<file path="src/rtl/lcyc_pkg.sv">
package lcyc_pkg;
  typedef enum logic [1:0] {
    ST_OFF = 2'd0,
    ST_ARM = 2'd1,
    ST_RUN = 2'd2
  } lcyc_st_e;
endpackage

</file>
<file path="src/rtl/lcyc_incr_cond.sv">
// Converts a raw increment into the accumulation term (signed or magnitude)
module lcyc_incr_cond #(
  parameter int INC_W = 16,
  parameter int EXT_W = 25
) (
  input  logic signed [INC_W-1:0] smp_inc,
  input  logic                    abs_mode,
  output logic signed [EXT_W-1:0] term
);
  localparam int PAD_W = EXT_W - INC_W;

  logic signed [EXT_W-1:0] ext;

  always_comb begin
    ext = {{PAD_W{smp_inc[INC_W-1]}}, smp_inc};
    if (abs_mode && smp_inc[INC_W-1]) term = -ext;
    else                              term = ext;
  end
endmodule

</file>
<file path="src/rtl/lcyc_sat_add.sv">
// Adds a widened term to the running sum and clamps to the sum width
module lcyc_sat_add #(
  parameter int ACC_W = 24
) (
  input  logic signed [ACC_W-1:0] acc_in,
  input  logic signed [ACC_W:0]   term,
  output logic signed [ACC_W-1:0] acc_out
);
  localparam logic signed [ACC_W:0] MAXV = {2'b00, {(ACC_W-1){1'b1}}};
  localparam logic signed [ACC_W:0] MINV = {2'b11, {(ACC_W-1){1'b0}}};

  logic signed [ACC_W:0] wide;

  always_comb begin
    wide = {acc_in[ACC_W-1], acc_in} + term;
    if (wide > MAXV)      acc_out = MAXV[ACC_W-1:0];
    else if (wide < MINV) acc_out = MINV[ACC_W-1:0];
    else                  acc_out = wide[ACC_W-1:0];
  end
endmodule

</file>
<file path="src/rtl/lcyc_hc_ctrl.sv">
// Half-cycle window control: arming, crossing count, window close
module lcyc_hc_ctrl
  import lcyc_pkg::*;
#(
  parameter int CNT_W = 8
) (
  input  logic             clk,
  input  logic             rst_n,
  input  logic             cfg_wr,
  input  logic [CNT_W-1:0] cfg_cnt,
  input  logic             zx_pulse,
  output lcyc_st_e         st,
  output logic [CNT_W-1:0] cnt_q,
  output logic             win_close
);
  lcyc_st_e         st_q, st_d;
  logic [CNT_W-1:0] hc_q, hc_d, hc_nxt, cnt_d;

  assign hc_nxt = hc_q + {{(CNT_W-1){1'b0}}, 1'b1};
  assign st     = st_q;

  always_comb begin
    st_d      = st_q;
    hc_d      = hc_q;
    cnt_d     = cnt_q;
    win_close = 1'b0;
    if (cfg_wr) begin
      cnt_d = cfg_cnt;
      hc_d  = '0;
      st_d  = (cfg_cnt == '0) ? ST_OFF : ST_ARM;
    end else begin
      case (st_q)
        ST_ARM: begin
          if (zx_pulse) begin
            st_d = ST_RUN;
            hc_d = '0;
          end
        end
        ST_RUN: begin
          if (zx_pulse) begin
            if (hc_nxt == cnt_q) begin
              win_close = 1'b1;
              hc_d      = '0;
            end else begin
              hc_d = hc_nxt;
            end
          end
        end
        default: st_d = ST_OFF;
      endcase
    end
  end

  always_ff @(posedge clk or negedge rst_n) begin
    if (!rst_n) begin
      st_q  <= ST_OFF;
      hc_q  <= '0;
      cnt_q <= '0;
    end else begin
      st_q <= st_d;
      hc_q <= hc_d;
      if (cfg_wr) cnt_q <= cnt_d;
    end
  end
endmodule

</file>
<file path="src/rtl/lcyc_energy_acc.sv">
module lcyc_energy_acc
  import lcyc_pkg::*;
#(
  parameter int CNT_W = 8,
  parameter int INC_W = 16,
  parameter int ACC_W = 24
) (
  input  logic                    clk,
  input  logic                    rst_n,
  input  logic                    cfg_wr,
  input  logic [CNT_W-1:0]        cfg_cnt,
  input  logic                    abs_mode,
  input  logic                    smp_vld,
  input  logic signed [INC_W-1:0] smp_inc,
  input  logic                    zx_pulse,
  output logic signed [ACC_W-1:0] result,
  output logic                    done
);
  localparam int EXT_W = ACC_W + 1;

  lcyc_st_e                st;
  logic [CNT_W-1:0]        cnt_q;
  logic                    win_close;
  logic signed [EXT_W-1:0] term;
  logic signed [ACC_W-1:0] acc_q, acc_d, acc_sum, acc_path;
  logic signed [ACC_W-1:0] res_q, res_d;
  logic                    done_q, acc_en, res_en;

  lcyc_hc_ctrl #(.CNT_W(CNT_W)) ctrl_i (
    .clk       (clk),
    .rst_n     (rst_n),
    .cfg_wr    (cfg_wr),
    .cfg_cnt   (cfg_cnt),
    .zx_pulse  (zx_pulse),
    .st        (st),
    .cnt_q     (cnt_q),
    .win_close (win_close)
  );

  lcyc_incr_cond #(.INC_W(INC_W), .EXT_W(EXT_W)) cond_i (
    .smp_inc  (smp_inc),
    .abs_mode (abs_mode),
    .term     (term)
  );

  lcyc_sat_add #(.ACC_W(ACC_W)) add_i (
    .acc_in  (acc_q),
    .term    (term),
    .acc_out (acc_sum)
  );

  // Next-state for the running sum and the published result
  always_comb begin
    acc_en   = (st == ST_RUN) && smp_vld && !cfg_wr;
    acc_path = acc_en ? acc_sum : acc_q;
    res_en   = cfg_wr || win_close;
    if (cfg_wr)         acc_d = '0;
    else if (win_close) acc_d = '0;
    else                acc_d = acc_path;
    res_d = cfg_wr ? '0 : acc_path;
  end

  always_ff @(posedge clk or negedge rst_n) begin
    if (!rst_n) begin
      acc_q  <= '0;
      res_q  <= '0;
      done_q <= 1'b0;
    end else begin
      acc_q  <= acc_d;
      done_q <= win_close;
      if (res_en) res_q <= res_d;
    end
  end

  assign result = res_q;
  assign done   = done_q;
endmodule

</file>
<file path="config.mk">
export PLATFORM = sky130hd
export DESIGN_NAME = lcyc_energy_acc
export DESIGN_NICKNAME = d
export VERILOG_FILES = /design/src/rtl/lcyc_pkg.sv /design/src/rtl/lcyc_incr_cond.sv /design/src/rtl/lcyc_sat_add.sv /design/src/rtl/lcyc_hc_ctrl.sv /design/src/rtl/lcyc_energy_acc.sv
export SDC_FILE = /design/constraint.sdc
export NUM_CORES = 1
export LEC_CHECK = 0
export ABC_AREA = 1
export BUFFER_PORTS_ARGS = -buffer_cell sky130_fd_sc_hd__buf_2
export CORE_MARGIN = 1
export CORE_UTILIZATION = 60
export DETAILED_ROUTE_END_ITERATION = 10
export PLACE_DENSITY = 0.81
export SLEW_MARGIN = 0
export SYNTH_ARGS = -nofsm -noshare
export SYNTH_HDL_FRONTEND = slang
export SYNTH_SLANG_ARGS = --single-unit
</file>
<file path="constraint.sdc">
create_clock -name clk -period 3.7 [get_ports clk]
set_input_delay 0.37 -clock clk [delete_from_list [all_inputs] [get_ports clk]]
set_output_delay 0.37 -clock clk [all_outputs]
set_load 0.02 [all_outputs]
</file>
Word level (Yosys, flattened, before mapping):

Cells that the tools add are included.

* bits of input ports: 30
* bits in registers: 67

* eq/ne operators: 6
* add/subtract/negate cells: 3
* reductions and logical operators: 9
* magnitude comparators: 2
* multiplexer cells: 20

Operators with widths (number)
* two-way mux 24 bit: 6
* two-way mux 8 bit: 4
* adder 25 bit: 1
* > comparator 25 x 24 -> 1 bit, second input constant: 1
* less-than comparator 25 x 24 -> 1 bit, second input constant: 1
* two-way mux 25 bit: 1
* negation 16 -> 25 bit: 1
* one-hot mux 8 bit (2 select lines): 1
* adder 8 x 1 -> 8 bit, second input constant: 1
* == test 8 bit: 1
* logical NOT 8 bit: 1
* != test 3 bit, second input constant: 2
* two-way mux 1 bit: 5
* two-way mux 2 bit: 2
* one-hot mux 2 bit (2 select lines): 1
* logical AND 1 bit: 3
* AND reduction 3 bit: 1
* nonzero test 3 bit: 1
* == test 2 x 1 -> 1 bit, second input constant: 1
* == test 2 bit, second input constant: 1
* != test 2 bit, second input constant: 1
* AND reduction 2 bit: 1
* logical NOT 1 bit: 1
* logical OR 1 bit: 1

Depth between registers and ports, before layout:

Gate-level depths: netlist (run 1).

* depth in word-level cells: 9
* depth in mapped cells: 24
* mapped depth without buffers: 24

By module:

From an unflattened synthesis (run 1), not the netlist that was laid out.

* cells, all modules: 916
* area, all modules: 5745.5 um^2

By module, submodules not included
* lcyc_energy_acc: sequential area each 1226.2 um^2, area each 2233.4 um^2, times used 1, cells each 284
* lcyc_sat_add: sequential area each 0.0 um^2, area each 1863.0 um^2, times used 1, cells each 372
* lcyc_hc_ctrl: sequential area each 450.4 um^2, area each 1142.3 um^2, times used 1, cells each 161
* lcyc_incr_cond: sequential area each 0.0 um^2, area each 506.7 um^2, times used 1, cells each 99

Least setup slack after synthesis (run 1):

No wires, ideal clock.

* kind: input to register
* from: in smp_inc[0]
* to: reg acc_q[10]
* library setup time: 0.121 ns
* setup slack: 0.483 ns
* stages on the path: 23
* path buffers: 1
* required time: 3.579 ns
* arrival time: 3.095 ns
* cells stage by stage: inv_1 ha_1 nor3b_1 nand2_1 o41ai_1 nand2_1 xor2_1 ha_1 nand2_1 inv_1 nand2_1 nand2_1 inv_1 nand2_1 nand2_1 nand3_1 nand2_1 nand2_1 a21oi_4 buf_4 nand2_1 nand2_1 nor2_1

* cells in the longest elaborated chain, start to end: 9

Ends and longest elaborated chain
* from (decl): RTL line lcyc_energy_acc.sv:14 `input logic signed [INC_W-1:0] smp_inc,`
* negation 16 -> 25 bit: RTL line lcyc_incr_cond.sv:16 `if (abs_mode && smp_inc[INC_W-1]) term = -ext;`
* two-way mux 25 bit (*): RTL line lcyc_incr_cond.sv:16
* adder 25 bit (*): RTL line lcyc_sat_add.sv:15 `wide = {acc_in[ACC_W-1], acc_in} + term;`
* less-than comparator 25 x 24 -> 1 bit: RTL line lcyc_sat_add.sv:17 `else if (wide < MINV) acc_out = MINV[ACC_W-1:0];`
* two-way mux 24 bit: RTL line lcyc_sat_add.sv:17
* two-way mux 24 bit (*): RTL line lcyc_sat_add.sv:16 `if (wide > MAXV) acc_out = MAXV[ACC_W-1:0];`
* two-way mux 24 bit (*): RTL line lcyc_energy_acc.sv:55 `acc_path = acc_en ? acc_sum : acc_q;`
* two-way mux 24 bit (*): RTL line lcyc_energy_acc.sv:58 `else if (win_close) acc_d = '0;`
* two-way mux 24 bit (*): RTL line lcyc_energy_acc.sv:57 `if (cfg_wr) acc_d = '0;`
* via acc_d[10]: RTL line lcyc_energy_acc.sv:25 `logic signed [ACC_W-1:0] acc_q, acc_d, acc_sum, acc_path;`
* to (signal assigned): RTL line lcyc_energy_acc.sv:65 `acc_q <= '0;`
* to (signal assigned): RTL line lcyc_energy_acc.sv:69 `acc_q <= acc_d;`
* to (decl): RTL line lcyc_energy_acc.sv:25

The timed path passes the listed nets; every way through them passes the cells marked *.
A chain may end at the register's enable or synchronous reset.

Worst setup path after layout (run 1):

* from: in smp_inc[0]
* to: reg acc_q[11]

The elaborated chain is that of the path after synthesis.

==> flow_summary.ini, run 1 <==
[outcome]
run_status = finished, final reports clean

[layout]
fin_nets = 892
final_design_area_no_fill_mm2 = 0.00583
layout.cells.most_common_list = 281 x sky130_fd_sc_hd__nand2_1, 102 x sky130_fd_sc_hd__inv_1, 74 x sky130_fd_sc_hd__nor2_1, 67 x sky130_fd_sc_hd__dfrtp_1, 63 x sky130_fd_sc_hd__nand3_1
layout_commonest_cell = sky130_fd_sc_hd__nand2_1
final-instance-count-excl-fill = 944
areaGrowthSynthToFinish_pct = 11.4
insertedDiodeCount = 0
fill_cells = 725
post_route_cells_drive_above_1_share_pct = 11.9

[sta]
setup-tns-final_ns = 0
hold_viol_final = 0
slew_violations = 0
grt_setup_unrepaired = no
timing.fmax_mhz = 296
setup_viol_count_final = 0
fin_worst_skew_ns = 0.00805
finalCritPeriodShare_pct = 91.2
worst_slew_margin_rel_pct = 31.2
min_period_ns = 3.37
timing_worst_slew_pin_value_ns = 1.03
fin_ws_ns = 0.326

[critical_path]
critical_path.n_buffers_inverters = 6
crit-reg2reg-launch = ctrl_i.hc_q[0]
critical_path.most_common_cell = sky130_fd_sc_hd__nand2_1
worst-path-max-fanout = 23
cp.required_ns = 3.91
critPathLaunchType = input port
timing.critical_path.arrival_ns = 3.58
r2r-end = acc_q[17]
slowest_stage_delay_cp_ns = 0.34
critical_path_class = in2reg
r2r.worst_path.cells = 7
worst-r2r-setup-slack_ns = 1.06
endpoint_kind = register
critical_path.top_delay_family = simple AND/OR/NAND/NOR gates
slowest_stage = sky130_fd_sc_hd__ha_1

[power]
pleak_nw = 3.30
sw_frac_of_total_pct = 28.7
ir_worst_vdd_mv = 0.272
clockPowerShare_pct = 38.5
cell_internal_power_mw = 1.28
p_per_area_mw_per_mm2 = 308
power.switching_uw = 514
part_of_the_total_power_dissipated_in_sequential_elements_pct = 42.6
power.total_mw = 1.79
part_of_the_power_in_combinational_logic_pct = 18.9

[run]
timing.max_cap.violations = 0

[route]
wirelength_um = 13400
route.detailed.wl_per_inst_um = 14.2
violation_count_after_the_first_detailed_route_iteration = 322
drtAntennaViolNets = 0
via_per_inst = 5.50
remaining_drc_errors = 0
drt-pass1-iter-count = 5
via_count = 5193

[logic_synthesis]
synth_net_count = 837
yosysUniqueCellTypes = 39
synth.yosys.warnings = 0
postSynth.asyncResetShare_pct = 100
yosysSeqAreaShare_pct = 32.0
synth.top_cell.area_share_pct = 32.0
commonest_register_cell_after_synthesis = sky130_fd_sc_hd__dfrtp_1
synthesis.instances = 779
synth_area_mm2 = 0.00523
syn_avg_cell_area_um2 = 6.72
post-synth-top-area-cell = sky130_fd_sc_hd__dfrtp_1
post_synth_edffs = 0
flop_and_latch_count_out_of_synthesis = 67
ys_top_cells_by_area = sky130_fd_sc_hd__dfrtp_1 32%, sky130_fd_sc_hd__nand2_1 20%, sky130_fd_sc_hd__inv_1 7.3%

[clock_tree]
cts.root.buffer_cell = sky130_fd_sc_hd__clkbuf_8
numClockSinks = 67
cts_buffers = 9
clkSlewWorstSetupHoldPaths_ns = 0.07
cts_max_path_buffers = 2
post-cts-setup-buffers = 0
cts_tree = yes
clk-insertion-delay-late_ns = 0.35
max_h_tree_level = 3

[place]
gp_routability_congestion = 0.944
pre_cts_slack_ns = 0.0196
place_inst = 928
io_buffer_count = 54
place_area_mm2 = 0.00560
detailed_place_hpwl_um = 10300

[floorplan]
floorplan.rows = 33
initial_core_util_pct = 62.8
die_area_mm2 = 0.00910
floorplan.core_area_mm2 = 0.00834
die-width_um = 95.4
dieHeight_um = 95.4
pin_count = 55

[global_route]
grt_start_max_net_pins = 40
global_route_wire_length_before_repair_um = 21500
use_met3_pct = 5.58
globalRouteTotalUtil_pct = 31.1
grt.overflow.total = 0
top_usage_layer = met2
gr-usage-met2_pct = 53.2
via_count_of_the_first_global_routing_pass = 4728
grt_antenna_before_repair = 0
grt_use_met1_pct = 40.6

[hold_path]
worst_hold_class = in2async
-- synthesized netlist by cell type, types with 3 or more instances --
master,count
sky130_fd_sc_hd__nand2_1,281
sky130_fd_sc_hd__inv_1,102
sky130_fd_sc_hd__dfrtp_1,67
sky130_fd_sc_hd__a21oi_1,26
sky130_fd_sc_hd__xnor2_1,11
sky130_fd_sc_hd__nand3_1,63
sky130_fd_sc_hd__nor3b_1,3
sky130_fd_sc_hd__o21bai_1,3
sky130_fd_sc_hd__o22ai_1,4
sky130_fd_sc_hd__buf_2,4
sky130_fd_sc_hd__nor3_1,6
sky130_fd_sc_hd__buf_6,3
sky130_fd_sc_hd__nand4_1,13
sky130_fd_sc_hd__o21ai_0,23
sky130_fd_sc_hd__clkbuf_1,5
sky130_fd_sc_hd__buf_4,3
sky130_fd_sc_hd__nor2_1,74
sky130_fd_sc_hd__nand2_2,3
sky130_fd_sc_hd__ha_1,27
sky130_fd_sc_hd__nor2_4,4
sky130_fd_sc_hd__xor2_1,22
sky130_fd_sc_hd__nand3_2,10
-- worst max-delay path by stage --
stage / end / depth (start not counted) / start / slack [ns]
global route: result[5] / 26 / smp_inc[0] / 0.02
finish: acc_q[11] / 25 / smp_inc[0] / 0.33
CTS: acc_q[11] / 23 / smp_inc[0] / 0.35
floorplan: acc_q[10] / 23 / smp_inc[0] / 0.48
global placement: result[5] / 23 / smp_inc[0] / 0.12
detailed placement: result[5] / 23 / smp_inc[0] / 0.02
-- repair_timing --
action                                 4_1_cts  5_1_grt
gates resized for setup                      0        1
endpoints found under the hold margin        0        0
setup endpoints to repair                    0        4
hold buffers                                 0        0
-- stage by stage --
step           utilization (%)  hold slack [ns]
3_3_place_gp              67.1            0.423
5_1_grt                   69.9           0.0904
4_1_cts                   69.8           0.0556
6_report                  69.9           0.0462
3_5_place_dp              67.1            0.426
2_1_floorplan                -           0.0744
-- sequential cells by signal, summed over array words and instances (netlist names) --
name	count
ctrl_i.st	2
result	24
acc_q	24
ctrl_i.hc_q	8
ctrl_i.cnt_q	8
done	1
-- cells by family after synthesis --
logic type / count (synthesis) / synth area share [%]
adder cells (fa/ha/maj): 28 / 6.84
AND/OR/NAND/NOR: 467 / 39.0
AO/OA/AOI/OAI: 64 / 6.86
buffers and inverters: 119 / 9.28
XOR/XNOR: 34 / 5.95
flip-flops: 67 / 32.0
-- metal layers --
| metal | part of all wire [%] | vias to the layer above |
|---|---|---|
| li1 | - | 2572 |
| met3 | 6.1 | 20 |
| met1 | 44 | 2422 |
| met2 | 48 | 179 |
| met4 | 1.8 | 0 |
| met5 | 0 | - |
-- power groups by stage --
stage | clock (mW) | sequential, mW | combinational (mW)
finish | 0.691 | 0.764 | 0.339
global route | 0.722 | 0.766 | 0.384
CTS | 0.696 | 0.764 | 0.339
detailed placement | 0 | 0.778 | 0.333
global placement | 0 | 0.777 | 0.322
floorplan | 0 | 0.774 | 0.239
-- worst register-to-register path, stage by stage (launching register included) --
cell	delay, ns
sky130_fd_sc_hd__dfrtp_1	0.42
sky130_fd_sc_hd__ha_1	0.35
sky130_fd_sc_hd__xnor2_1	0.22
sky130_fd_sc_hd__nand4_1	0.17
sky130_fd_sc_hd__nor3_4	0.26
sky130_fd_sc_hd__nand4_4	0.40
sky130_fd_sc_hd__nand2_2	0.56
sky130_fd_sc_hd__nor2_1	0.13
-- layout make-up --
class                   instances  area (um2)  area share (%)
inverters                     102         383            6.57
flip-flops and latches         67        1680            28.8
multi-input cells             593        3080            52.8
repair buffers                 61         335            5.75
clock buffers                  12         155            2.66
well taps                     105         131            2.25
clock inverters                 4        72.6            1.24
No activity file was read; power rests on OpenSTA's default activity.
==> inputs of run 2 (changes only) <==
- CELL_PAD_IN_SITES_DETAIL_PLACEMENT: default -> 1
- CELL_PAD_IN_SITES_GLOBAL_PLACEMENT: default -> 2
- CORE_UTILIZATION: 60 -> 36
- PLACE_DENSITY: 0.81 -> default
- PLACE_DENSITY_LB_ADDON: default -> 0.1
==> flow_summary.ini, run 2 (synthesis gave the netlist of run 1 again) <==
[sta]
fin_ws_ns = 0.437
grt_setup_unrepaired = no
hold_viol_final = 0
worst_slew_margin_rel_pct = 30.4
fin_worst_skew_ns = 0.00613
setup_viol_count_final = 0
timing.fmax_mhz = 306
timing_worst_slew_pin_value_ns = 1.04
min_period_ns = 3.26
slew_violations = 0
setup-tns-final_ns = 0
whs_ns = 0.218
finalCritPeriodShare_pct = 88.2

[route]
violation_count_after_the_first_detailed_route_iteration = 215
met3WireLength_um = 305
top_layer_used = met4
via_per_inst = 4.98
drt-pass1-iter-count = 4
drtAntennaViolNets = 0
via_count = 5097
detail_route.wirelength.met1_um = 7930
route.detailed.wl_per_inst_um = 16.1
remaining_drc_errors = 0
wirelength_um = 16500
dr_wl_met2_um = 8220

[clock_tree]
clkSlewWorstSetupHoldPaths_ns = 0.05
cts_tree = yes
clk-insertion-delay-late_ns = 0.33
cts_max_path_buffers = 2
numClockSinks = 67
cts_resized = 0
cts.hold.buffers_added = 0
max_h_tree_level = 3
post-cts-setup-buffers = 0
cts.root.buffer_cell = sky130_fd_sc_hd__clkbuf_16
cts_buffers = 9

[global_route]
global_route_wire_length_before_repair_um = 27100
grt_start_max_net_pins = 47
via_count_of_the_first_global_routing_pass = 5266
grt_antenna_before_repair = 0
globalRouteTotalUtil_pct = 23.5
grt.overflow.total = 0

[floorplan]
pin_count = 55
die_area_mm2 = 0.0150
floorplan.rows = 43
initial_core_util_pct = 37.3
floorplan.core_area_mm2 = 0.0140
die-width_um = 123
dieHeight_um = 123

[layout]
layout.core_utilization_pct = 43.0
layout_commonest_cell = sky130_fd_sc_hd__nand2_1
post_route_cells_drive_above_1_share_pct = 12.2
insertedDiodeCount = 0
final-instance-count-excl-fill = 1023
layout.cells.most_common_list = 281 x sky130_fd_sc_hd__nand2_1, 102 x sky130_fd_sc_hd__inv_1, 74 x sky130_fd_sc_hd__nor2_1, 67 x sky130_fd_sc_hd__dfrtp_1, 63 x sky130_fd_sc_hd__nand3_1
fin_nets = 896
areaGrowthSynthToFinish_pct = 15.3

[power]
ir_worst_vdd_mv = 0.206
pleak_nw = 3.35
p_per_area_mw_per_mm2 = 324

[outcome]
run_status = finished, final reports clean

[critical_path]
critical_path.most_common_cell = sky130_fd_sc_hd__nand2_1
critical_path_class = in2reg
cp_cell_sequence = buf_2, nor3_1, nor3b_1, nand2_1, nand2_1, nand2_1, xor2_1, ha_1, a21oi_1, nand2_1, nand2_1, nand2_1, nand2_1, nand3_1, nand2_1, nand2_1, a21oi_4, buf_12, nand2_1, nand3_1, nand2_1
slowest_stage = sky130_fd_sc_hd__nor3b_1
endpoint_kind = register
critical_path.top_delay_family = simple AND/OR/NAND/NOR gates
crit-reg2reg-launch = acc_q[0]
critical_path.n_buffers_inverters = 2
cp-startpoint = smp_inc[1]
cp.required_ns = 3.92
critPathLaunchType = input port
worst-path-max-fanout = 23
timing.critical_path.arrival_ns = 3.48
slowest_stage_delay_cp_ns = 0.38

[place]
io_buffer_count = 54
detailed_place_hpwl_um = 13300
gp_routability_congestion = 0.845
place_inst = 1007
pre_cts_slack_ns = -0.112

[run]
timing.max_cap.violations = 0

[hold_path]
worst_hold_class = in2async
run 2: report_power, final:
part | switching [mW] | total [mW] | internal (mW)
clock | 0.307 | 0.834 | 0.526
combinational | 0.233 | 0.352 | 0.119
sequential | 0.0150 | 0.766 | 0.751
run 2: path summary, 6_finish.rpt:
check / endpoint / slack (ns) / cells past startpoint
max: result[20] / 0.44 / 21
min: acc_q[20] / 0.22 / 1
max reg2reg: result[20] / 0.98 / 15
min reg2reg: ctrl_i.cnt_q[0] / 0.49 / 2
max in group asynchronous: result[0] / 2.56 / 2
min in group clk: ctrl_i.cnt_q[4] / 0.26 / 3
run 2: per-stage QoR:
step,power (mW),area (um2)
3_5_place_dp,1.14,5730
6_report,1.95,6030
3_3_place_gp,1.12,5730
5_1_grt,2.06,6030
2_1_floorplan,1.01,5230
4_1_cts,1.98,6030
run 2: final cells by class:
class	count	area [um2]
tap	180	225
multi-input combinational	593	3080
sequential	67	1680
clock inverter	1	5.00
inverter	102	383
fill	1859	8010
timing repair buffer	65	378
clock buffer	15	288
run 2: worst register-to-register path: stages (launching register included):
cell and delay (ns):
sky130_fd_sc_hd__dfrtp_1 0.40, sky130_fd_sc_hd__ha_1 0.23, sky130_fd_sc_hd__inv_1 0.08, sky130_fd_sc_hd__fa_1 0.40, sky130_fd_sc_hd__nand3b_1 0.21, sky130_fd_sc_hd__nand2_1 0.14
sky130_fd_sc_hd__nand2_1 0.07, sky130_fd_sc_hd__nand2_1 0.13, sky130_fd_sc_hd__nand2_1 0.12, sky130_fd_sc_hd__nand4_1 0.10, sky130_fd_sc_hd__nand2_1 0.11, sky130_fd_sc_hd__a21oi_4 0.16
sky130_fd_sc_hd__buf_12 0.19, sky130_fd_sc_hd__nand2_1 0.11, sky130_fd_sc_hd__nand3_1 0.11, sky130_fd_sc_hd__nand2_1 0.06
run 2: routing by layer:
| layer | track usage (%) | up-vias |
|---|---|---|
| met5 | 0 | - |
| met2 | 41.0 | 44 |
| met3 | 3.67 | 5 |
| li1 | - | 2585 |
| met1 | 31.1 | 2463 |
| met4 | 3.20 | 0 |
